--- src/rtl/uart_regif_pkg.sv ---
package uart_regif_pkg;
  localparam int OFF_CTRL = 'h0;
  localparam int OFF_RXD  = 'h4;
  localparam int OFF_TXD  = 'h8;
  localparam int OFF_STAT = 'hC;

  localparam int NUM_EVT = 5;
  localparam int EV_RX   = 0;
  localparam int EV_TX   = 1;
  localparam int EV_OVR  = 2;
  localparam int EV_TXE  = 3;
  localparam int EV_RXS  = 4;

  localparam int LVL_W   = 6;
  localparam int LVL_MAX = (1 << LVL_W) - 1;

  typedef struct packed {
    logic       loopback;
    logic       tx_ie;
    logic       rx_ie;
    logic       tx_de;
    logic       rx_de;
    logic       en;
    logic       lvl_tx;
    logic       afe;
    logic [2:0] parity;
    logic       two_stop;
    logic [1:0] wlen;
  } cfg_t;

  function automatic cfg_t cfg_unpack(logic [31:0] w);
    cfg_t c;
    c.wlen     = w[1:0];
    c.two_stop = w[2];
    c.parity   = w[6:4];
    c.afe      = w[12];
    c.lvl_tx   = w[14];
    c.en       = w[15];
    c.rx_de    = w[16];
    c.tx_de    = w[17];
    c.rx_ie    = w[18];
    c.tx_ie    = w[19];
    c.loopback = w[20];
    return c;
  endfunction

  function automatic logic [31:0] cfg_pack(cfg_t c);
    logic [31:0] w;
    w       = '0;
    w[1:0]  = c.wlen;
    w[2]    = c.two_stop;
    w[6:4]  = c.parity;
    w[12]   = c.afe;
    w[14]   = c.lvl_tx;
    w[15]   = c.en;
    w[16]   = c.rx_de;
    w[17]   = c.tx_de;
    w[18]   = c.rx_ie;
    w[19]   = c.tx_ie;
    w[20]   = c.loopback;
    return w;
  endfunction
endpackage

--- src/rtl/uart_regif_cfg.sv ---
module uart_regif_cfg
  import uart_regif_pkg::*;
(
  input  logic        clk_i,
  input  logic        rst_ni,
  input  logic        we_i,
  input  logic [31:0] wdata_i,
  output cfg_t        cfg_o
);
  always_ff @(posedge clk_i or negedge rst_ni) begin
    if (!rst_ni)   cfg_o <= '0;
    else if (we_i) cfg_o <= cfg_unpack(wdata_i);
  end
endmodule

--- src/rtl/uart_regif_evt.sv ---
module uart_regif_evt #(
  parameter int N = 5
) (
  input  logic         clk_i,
  input  logic         rst_ni,
  input  logic [N-1:0] set_i,
  input  logic [N-1:0] clr_i,
  output logic [N-1:0] q_o
);
  for (genvar i = 0; i < N; i++) begin : g_flag
    always_ff @(posedge clk_i or negedge rst_ni) begin
      if (!rst_ni)        q_o[i] <= 1'b0;
      else if (set_i[i])  q_o[i] <= 1'b1;  // set beats clear
      else if (clr_i[i])  q_o[i] <= 1'b0;
    end
  end
endmodule

--- src/rtl/uart_regif_rd.sv ---
module uart_regif_rd
  import uart_regif_pkg::*;
#(
  parameter int TX_CW = 5,
  parameter int RX_CW = 5
) (
  input  logic               clk_i,
  input  logic               rst_ni,
  input  logic               rd_i,
  input  logic [3:0]         sel_i,   // one-hot: cfg, rxd, txd, stat
  input  cfg_t               cfg_i,
  input  logic [NUM_EVT-1:0] evt_i,
  input  logic [7:0]         rx_char_i,
  input  logic               rx_empty_i,
  input  logic               tx_full_i,
  input  logic               tx_empty_i,
  input  logic [TX_CW-1:0]   tx_count_i,
  input  logic [RX_CW-1:0]   rx_count_i,
  input  logic               cts_i,
  input  logic               rts_i,
  input  logic               busy_i,
  output logic [31:0]        rdata_o
);
  logic [31:0] cnt_sel;
  logic [LVL_W-1:0] lvl;
  logic [31:0] stat_w, rd_w;

  always_comb begin
    cnt_sel = cfg_i.lvl_tx ? 32'(tx_count_i) : 32'(rx_count_i);
    lvl = (cnt_sel > LVL_MAX) ? LVL_W'(LVL_MAX) : cnt_sel[LVL_W-1:0];
    stat_w = '0;
    stat_w[NUM_EVT-1:0] = evt_i;
    stat_w[5]     = rx_empty_i;
    stat_w[6]     = tx_full_i;
    stat_w[7]     = cts_i | ~cfg_i.afe;
    stat_w[8]     = rts_i;
    stat_w[10]    = tx_empty_i;
    stat_w[16:11] = lvl;
    stat_w[17]    = busy_i;
  end

  always_comb begin
    rd_w = '0;
    unique case (1'b1)
      sel_i[0]: rd_w = cfg_pack(cfg_i);
      sel_i[1]: rd_w = rx_empty_i ? 32'h0 : {24'h0, rx_char_i};
      sel_i[3]: rd_w = stat_w;
      default:  rd_w = '0;
    endcase
  end

  always_ff @(posedge clk_i or negedge rst_ni) begin
    if (!rst_ni)   rdata_o <= '0;
    else if (rd_i) rdata_o <= rd_w;
  end
endmodule

--- src/rtl/uart_regif.sv ---
module uart_regif
  import uart_regif_pkg::*;
#(
  parameter int ADDR_W   = 12,
  parameter int TX_DEPTH = 16,
  parameter int RX_DEPTH = 16,
  parameter int TX_CW    = $clog2(TX_DEPTH + 1),
  parameter int RX_CW    = $clog2(RX_DEPTH + 1)
) (
  input  logic              clk_i,
  input  logic              rst_ni,
  input  logic              bus_req_i,
  input  logic              bus_we_i,
  input  logic [ADDR_W-1:0] bus_addr_i,
  input  logic [31:0]       bus_wdata_i,
  output logic [31:0]       bus_rdata_o,
  output logic              tx_push_o,
  output logic [7:0]        tx_data_o,
  input  logic              tx_full_i,
  input  logic              tx_empty_i,
  input  logic [TX_CW-1:0]  tx_count_i,
  output logic              rx_pop_o,
  input  logic [7:0]        rx_data_i,
  input  logic              rx_empty_i,
  input  logic [RX_CW-1:0]  rx_count_i,
  input  logic              rx_overrun_i,
  input  logic              rx_frame_err_i,
  input  logic              cts_i,
  input  logic              rts_i,
  input  logic              busy_i,
  output logic [1:0]        word_len_o,
  output logic              two_stop_o,
  output logic [2:0]        parity_o,
  output logic              flow_en_o,
  output logic              serial_en_o,
  output logic              flush_o,
  output logic              rx_dma_en_o,
  output logic              tx_dma_en_o,
  output logic              loopback_o,
  output logic              irq_o
);
  localparam int NREG = 4;
  localparam int OFFS [NREG] = '{OFF_CTRL, OFF_RXD, OFF_TXD, OFF_STAT};

  cfg_t cfg_q;
  logic [NREG-1:0] sel;
  logic [NUM_EVT-1:0] evt_set, evt_clr, evt_q;
  logic rd_req, wr_cfg, wr_txd, wr_stat, rd_rxd, tx_ovf;
  logic rx_ie, tx_ie;

  for (genvar i = 0; i < NREG; i++) begin : g_dec
    assign sel[i] = bus_req_i && (bus_addr_i == ADDR_W'(OFFS[i]));
  end

  assign rd_req  = bus_req_i & ~bus_we_i;
  assign wr_cfg  = sel[0] & bus_we_i;
  assign rd_rxd  = sel[1] & ~bus_we_i;
  assign wr_txd  = sel[2] & bus_we_i;
  assign wr_stat = sel[3] & bus_we_i;

  uart_regif_cfg u_cfg (
    .clk_i, .rst_ni, .we_i(wr_cfg), .wdata_i(bus_wdata_i), .cfg_o(cfg_q)
  );

  assign rx_ie  = cfg_q.rx_ie;
  assign tx_ie  = cfg_q.tx_ie;

  assign tx_push_o = wr_txd & cfg_q.en & ~tx_full_i;
  assign tx_ovf    = wr_txd & cfg_q.en & tx_full_i;
  assign tx_data_o = bus_wdata_i[7:0];
  assign rx_pop_o  = rd_rxd & ~rx_empty_i;

  always_comb begin
    evt_set         = '0;
    evt_set[EV_RX]  = rx_ie & ~rx_empty_i;
    evt_set[EV_TX]  = tx_ie & ~tx_full_i;
    evt_set[EV_OVR] = rx_overrun_i;
    evt_set[EV_TXE] = tx_ovf;
    evt_set[EV_RXS] = rx_frame_err_i;
    evt_clr = wr_stat ? bus_wdata_i[NUM_EVT-1:0] : '0;
  end

  uart_regif_evt #(.N(NUM_EVT)) u_evt (
    .clk_i, .rst_ni, .set_i(evt_set), .clr_i(evt_clr), .q_o(evt_q)
  );

  assign irq_o = (evt_q[EV_RX] & rx_ie) | (evt_q[EV_TX] & tx_ie);

  uart_regif_rd #(.TX_CW(TX_CW), .RX_CW(RX_CW)) u_rd (
    .clk_i, .rst_ni,
    .rd_i(rd_req), .sel_i(sel), .cfg_i(cfg_q), .evt_i(evt_q),
    .rx_char_i(rx_data_i), .rx_empty_i, .tx_full_i, .tx_empty_i,
    .tx_count_i, .rx_count_i, .cts_i, .rts_i, .busy_i,
    .rdata_o(bus_rdata_o)
  );

  assign word_len_o  = cfg_q.wlen;
  assign two_stop_o  = cfg_q.two_stop;
  assign parity_o    = cfg_q.parity;
  assign flow_en_o   = cfg_q.afe;
  assign serial_en_o = cfg_q.en;
  assign flush_o     = ~cfg_q.en;
  assign rx_dma_en_o = cfg_q.rx_de;
  assign tx_dma_en_o = cfg_q.tx_de;
  assign loopback_o  = cfg_q.loopback;
endmodule

--- config.mk ---
export PLATFORM = sky130hd
export DESIGN_NAME = uart_regif
export DESIGN_NICKNAME = d
export VERILOG_FILES = /design/src/rtl/uart_regif_pkg.sv /design/src/rtl/uart_regif_cfg.sv /design/src/rtl/uart_regif_evt.sv /design/src/rtl/uart_regif_rd.sv /design/src/rtl/uart_regif.sv
export SDC_FILE = /design/constraint.sdc
export NUM_CORES = 1
export LEC_CHECK = 0
export CAP_MARGIN = 20
export CORE_ASPECT_RATIO = 1.25
export CORE_MARGIN = 2
export CORE_UTILIZATION = 40
export DETAILED_ROUTE_END_ITERATION = 7
export PLACE_DENSITY = 0.86
export SLEW_MARGIN = 20
export SYNTH_ARGS = -nofsm -noshare
export SYNTH_HDL_FRONTEND = slang
export SYNTH_SLANG_ARGS = --single-unit
--- constraint.sdc ---
create_clock -name clk_i -period 4.6 [get_ports clk_i]
set_input_delay 0.92 -clock clk_i [delete_from_list [all_inputs] [get_ports clk_i]]
set_output_delay 0.92 -clock clk_i [all_outputs]
set_load 0.005 [all_outputs]
==> results of run 1 <==
==> final cells by class <==
class                      instances  area, um^2
clock buffer                       8         100
fill                             439        1980
inverter                           7        26.3
multi-input combinational        130         882
sequential                        39         976
tap                               62        77.6
timing repair buffer             101         998
==> logic make-up (layout without fill, tap and decap cells) <==
group | after synthesis | after routing | synth area share, %
simple gates | 53 | 53 | 14.6
buf+inv | 41 | 116 | 13.2
other cells | 1 | 12 | 0.180
flops | 39 | 39 | 46.7
compound gates | 46 | 46 | 15.2
mux | 19 | 19 | 10.1
==> critical path: cells and delay by family <==
kind | cells | cell delay (ns)
AND/OR/NAND/NOR | 4 | 1.15
buffers and inverters | 2 | 1.00
==> registers in the layout (all words and copies together) (netlist names) <==
| signal | cells |
|---|---|
| u_rd.rdata_o | 20 |
| u_cfg.cfg_o | 14 |
| u_evt.q_o | 5 |
==> stage by stage <==
step | util (%) | setup WS [ns] | hold slack [ns] | std cells
finish | 60.7 | 0.609 | 0.486 | 347
floorplan | - | 1.75 | 0.470 | 210
CTS | 60.7 | 0.624 | 0.489 | 347
global route | 60.7 | 0.455 | 0.519 | 347
global placement | 58.7 | 0.660 | 0.461 | 339
detailed placement | 58.7 | 0.627 | 0.473 | 339
==> cells in the mapped netlist <==
cell type,number
nor2_8,1
nand4_1,2
buf_2,2
dfrtp_1,39
a22o_1,9
and3_1,1
o21ai_0,5
buf_4,26
o31ai_1,9
buf_1,2
or3_1,1
inv_1,6
and2_1,2
nand3_1,2
buf_6,3
or2b_2,1
conb_1,1
mux2i_1,2
or4_1,1
a211o_1,1
mux2_2,17
nor4_1,5
a2bb2oi_1,1
a22oi_1,1
nand2_1,21
nor3b_1,1
a21o_1,1
a221o_1,3
a31oi_1,2
nor3_1,2
nor2b_1,2
or3b_2,1
a21oi_1,14
nor2_1,6
clkinv_1,1
clkbuf_1,1
or4_4,2
nor3_2,1
nor3_4,1
==> routing by layer <==
metal	global-route usage, %	vias up
met2	31.7	79
met4	10.0	0
met1	26.2	873
li1	-	848
met5	0	-
met3	4.29	14
==> path summary, 6_finish.rpt <==
check,from,to,slack [ns],cells after the start
max,bus_addr_i[9],rx_pop_o,0.61,6
min,u_rd.rdata_o[0]$_DFFE_PN0P_,u_rd.rdata_o[0]$_DFFE_PN0P_,0.49,2
max reg2reg,u_cfg.cfg_o[7]$_DFFE_PN0P_,u_rd.rdata_o[12]$_DFFE_PN0P_,3.28,2
min reg2reg,u_rd.rdata_o[0]$_DFFE_PN0P_,u_rd.rdata_o[0]$_DFFE_PN0P_,0.49,2
max in group asynchronous,rst_ni,u_evt.q_o[0]$_DFFE_PN0P_,3.31,1
min in group asynchronous,rst_ni,u_cfg.cfg_o[3]$_DFFE_PN0P_,0.75,1
==> where the power goes <==
part | internal, mW | switching, mW | leakage [nW]
Sequential | 0.343 | 0.000308 | 0.524
Combinational | 0.0556 | 0.0400 | 0.747
Clock | 0.137 | 0.116 | 0.0515
Total | 0.535 | 0.156 | 1.32
==> flow_summary.ini, run 1 <==
[timing]
slew_violations = 0
min_period_over_period_pct = 86.8
skew_ns = 0.00938
tightest_slew_ns = 0.868
layout_min_cycle_time_ns = 3.99
rsz0062_at_grt = no
relSlewSlack_pct = 42.2
final.setup.tns_ns = 0
setup_viol = 0
hold_viol = 0
max_freq_mhz = 251

[drt]
drt_drc_violations_left = 0
dr.pass1.iters = 4
wl_per_cell_um = 15.8
wl_met1_um = 2300
highest_layer = met4
wl_met2_um = 2680
drtIter0Drc = 81
via_per_inst = 5.23
final_antenna_net_count = 0
met3_wirelength_um = 302
vias = 1814
wl_um = 5470

[placed_design]
place_hpwl_um = 4240
gp_congestion = 0.809
portBuffers = 98
placed_cell_area_um2 = 2960

[logic_synthesis]
synth_top_area_cell = dfrtp_1
seq_area_frac_synth_pct = 46.7
yosys_warnings = 0
synth_cell_types = 39
synth.avg_cell_area_um2 = 10.5
synth_cells = 199
synth.top_cell.area_share_pct = 46.7
synth_top_cells_by_area = dfrtp_1, buf_4, mux2_2
synth_seq_cells = 39
netlist_area_um2 = 2090

[grt]
antenna_found_initial = 0
grt_pass1_vias = 1839
overflow = 0
grt_max_degree = 40
track_usage_pct = 20.3
grt_pass1_wl_um = 8880

[floorplanning]
die_h_um = 84.8
std_cell_rows = 29
core_area_um2 = 5040
die_area_um2 = 5820
start_util_pct = 41.4
pin_count = 129
die_x_um = 68.6

[setup_path]
crit_path_max_fanout = 3
worst_ep_arrival_time_ns = 3.07
cp-end-kind = output pin
worstSetupStartpointType = input pin
cpMaxStageDelayCell = clkdlybuf4s50_1
worstPathCellList = clkdlybuf4s50_1, or4_4, nor2_1, nand3_1, nor4_1, clkdlybuf4s50_1
path_class = input pin to output pin
crit_required_ns = 3.68
crit_path_frequent_cell = clkdlybuf4s50_1
max_stage_delay_ns = 0.57

[clock_tree]
clock-sinks = 39
clk_latency_ns = 0.29
post_cts_buffers = 0
cts_buffer_depth = 2
htreeDepth = 2
cts_root_buf = clkbuf_8
cts_tree = built
clk_pin_slew_ns = 0.07
cts_buffers = 5
cts-resized-gates = 0
cts_hold_buffers = 0

[job]
drv_cap = 0

[layout]
final_cell_mix = clkdlybuf4s50_1, dfrtp_1, nand2_1
antenna_cells = 0
drive_above_1_share_pct = 12.6
area_delta_synth_final_pct = 46.6
layout.nets = 358
layout_commonest_cell = clkdlybuf4s50_1
fin_area_um2 = 3060

[hold_path]
min_path_type = flop to flop

[status]
status = complete, no violations

[power]
p_leak_nw = 1.32
powerDensity_nw_per_um2 = 226
power_uw = 692
ir_drop_mv = 0.175
Note: power is estimated with default switching activity, not from simulation.
==> run 2: changes to the inputs <==
Settings changed: CAP_MARGIN 20 to unset, CORE_UTILIZATION 40 to 28, PLACE_DENSITY 0.86 to unset, SKIP_LAST_GASP set to 1.
==> flow_summary.ini, run 2 (synthesized netlist as in run 1, its figures left out) <==
[grt]
track_usage_pct = 14.4
grt_pass1_wl_um = 8850
grt_pass1_vias = 1774
antenna_found_initial = 0
grt_max_degree = 40
overflow = 0

[hold_path]
hold_depth = 2
min_path_type = flop to flop
hold_start = u_rd.rdata_o[3]$_DFFE_PN0P_
hold_end = u_rd.rdata_o[3]$_DFFE_PN0P_

[clock_tree]
cts-resized-gates = 0
clk_latency_ns = 0.29
cts_root_buf = clkbuf_8
htreeDepth = 2
cts_buffers = 5
clock-sinks = 39
cts_hold_buffers = 0
clk_pin_slew_ns = 0.08
post_cts_buffers = 0
cts_buffer_depth = 2
cts_tree = built

[power]
powerDensity_nw_per_um2 = 217
ir_drop_mv = 0.104
p_leak_nw = 1.32

[drt]
dr.pass1.iters = 4
final_antenna_net_count = 0
wl_um = 5870
vias = 1795
drt_drc_violations_left = 0
via_per_inst = 4.75
wl_per_cell_um = 15.5
drtIter0Drc = 26

[timing]
relSlewSlack_pct = 41.2
skew_ns = 0.00395
setup_viol = 0
min_period_over_period_pct = 85.0
max_freq_mhz = 256
rsz0062_at_grt = no
layout_min_cycle_time_ns = 3.91
setup_slack_ns = 0.691
slew_violations = 0
whs_ns = 0.481
hold_viol = 0
tightest_slew_ns = 0.883
final.setup.tns_ns = 0

[setup_path]
regToRegSetupSlack_ns = 3.29
worstSetupStartpointType = input pin
worst_ep_arrival_time_ns = 2.99
r2r_start = u_cfg.cfg_o[7]$_DFFE_PN0P_
r2r-end = u_rd.rdata_o[12]$_DFFE_PN0P_
worst_r2r_path_depth = 2
path_class = input pin to output pin
crit_path_max_fanout = 3
crit_required_ns = 3.68
cp-end-kind = output pin

[layout]
layout.nets = 359
reg_top3 = u_rd.rdata_o (20), u_cfg.cfg_o (14), u_evt.q_o (5)
largest_reg_flops = 20
layout_commonest_cell = clkdlybuf4s50_1
fin_area_um2 = 3090
antenna_cells = 0
n_fill_cell = 717
fin_cells = 378
area_delta_synth_final_pct = 48.0
final_cell_mix = clkdlybuf4s50_1, dfrtp_1, nand2_1
drive_above_1_share_pct = 12.9
top_register = u_rd.rdata_o

[status]
status = complete, no violations

[floorplanning]
core_area_um2 = 7310
die_area_um2 = 8170
die_h_um = 101
start_util_pct = 28.6
pin_count = 129
die_x_um = 81.2
std_cell_rows = 35

[placed_design]
dp_slack_ns = 0.669
place_hpwl_um = 4350
place_inst = 370
placed_cell_area_um2 = 3010
gp_congestion = 0.760
portBuffers = 98

[job]
drv_cap = 0
[run 2: changes by cell type in the layout (fill, tap and decap cells not counted)]
| cell | before | now |
|---|---|---|
| clkbuf_8 | 7 | 5 |
| buf_4 | 3 | 4 |
| clkinv_2 | 0 | 1 |
| clkinvlp_4 | 0 | 1 |
[run 2: area by class of cell]
type                    instances  area, um^2  area share [%]
inverters                       7        26.3           0.850
multi-input cells             130         882            28.5
repair buffers                102        1010            32.6
flip-flops and latches         39         976            31.6
well taps                      92         115            3.72
clock buffers                   6        72.6            2.35
clock inverters                 2        12.5           0.405
[run 2: layer usage]
metal | wire length (um) | vias to the layer above | GRT usage [%]
met1 | 2350 | 857 | 16.6
met2 | 3040 | 78 | 25.6
met5 | 0 | - | 0
met4 | 92 | 0 | 5.08
li1 | - | 852 | -
met3 | 380 | 8 | 3.32
[run 2: worst max-delay path, stage by stage]
cell and delay [ns]:
clkdlybuf4s50_1 0.42, or4_4 0.55, nor2_1 0.16, nand3_1 0.16
nor4_1 0.22, clkdlybuf4s50_1 0.56
[run 2: worst max-delay path by stage]
| stage | endpoint | depth (start not counted) | startpoint | slack (ns) |
|---|---|---|---|---|
| CTS | rx_pop_o | 6 | bus_addr_i[9] | 0.64 |
| global route | rx_pop_o | 6 | bus_addr_i[9] | 0.55 |
| global placement | rx_pop_o | 6 | bus_addr_i[9] | 0.69 |
| finish | rx_pop_o | 6 | bus_addr_i[9] | 0.69 |
| floorplan | rx_pop_o | 4 | bus_addr_i[5] | 1.75 |
| detailed placement | rx_pop_o | 6 | bus_addr_i[9] | 0.67 |
[run 2: report_power, final]
part	internal (mW)	switching (mW)	total, mW
registers	0.343	0.000298	0.343
logic	0.0556	0.0409	0.0964
clock network	0.106	0.125	0.231
[run 2: stage by stage]
step                      total power [mW]  utilization (%)
after floorplan                      0.390                -
after CTS                            0.684             42.3
after detailed placement             0.447             41.1
after global routing                 0.705             42.3
final                                0.671             42.3
after global placement               0.446             41.1
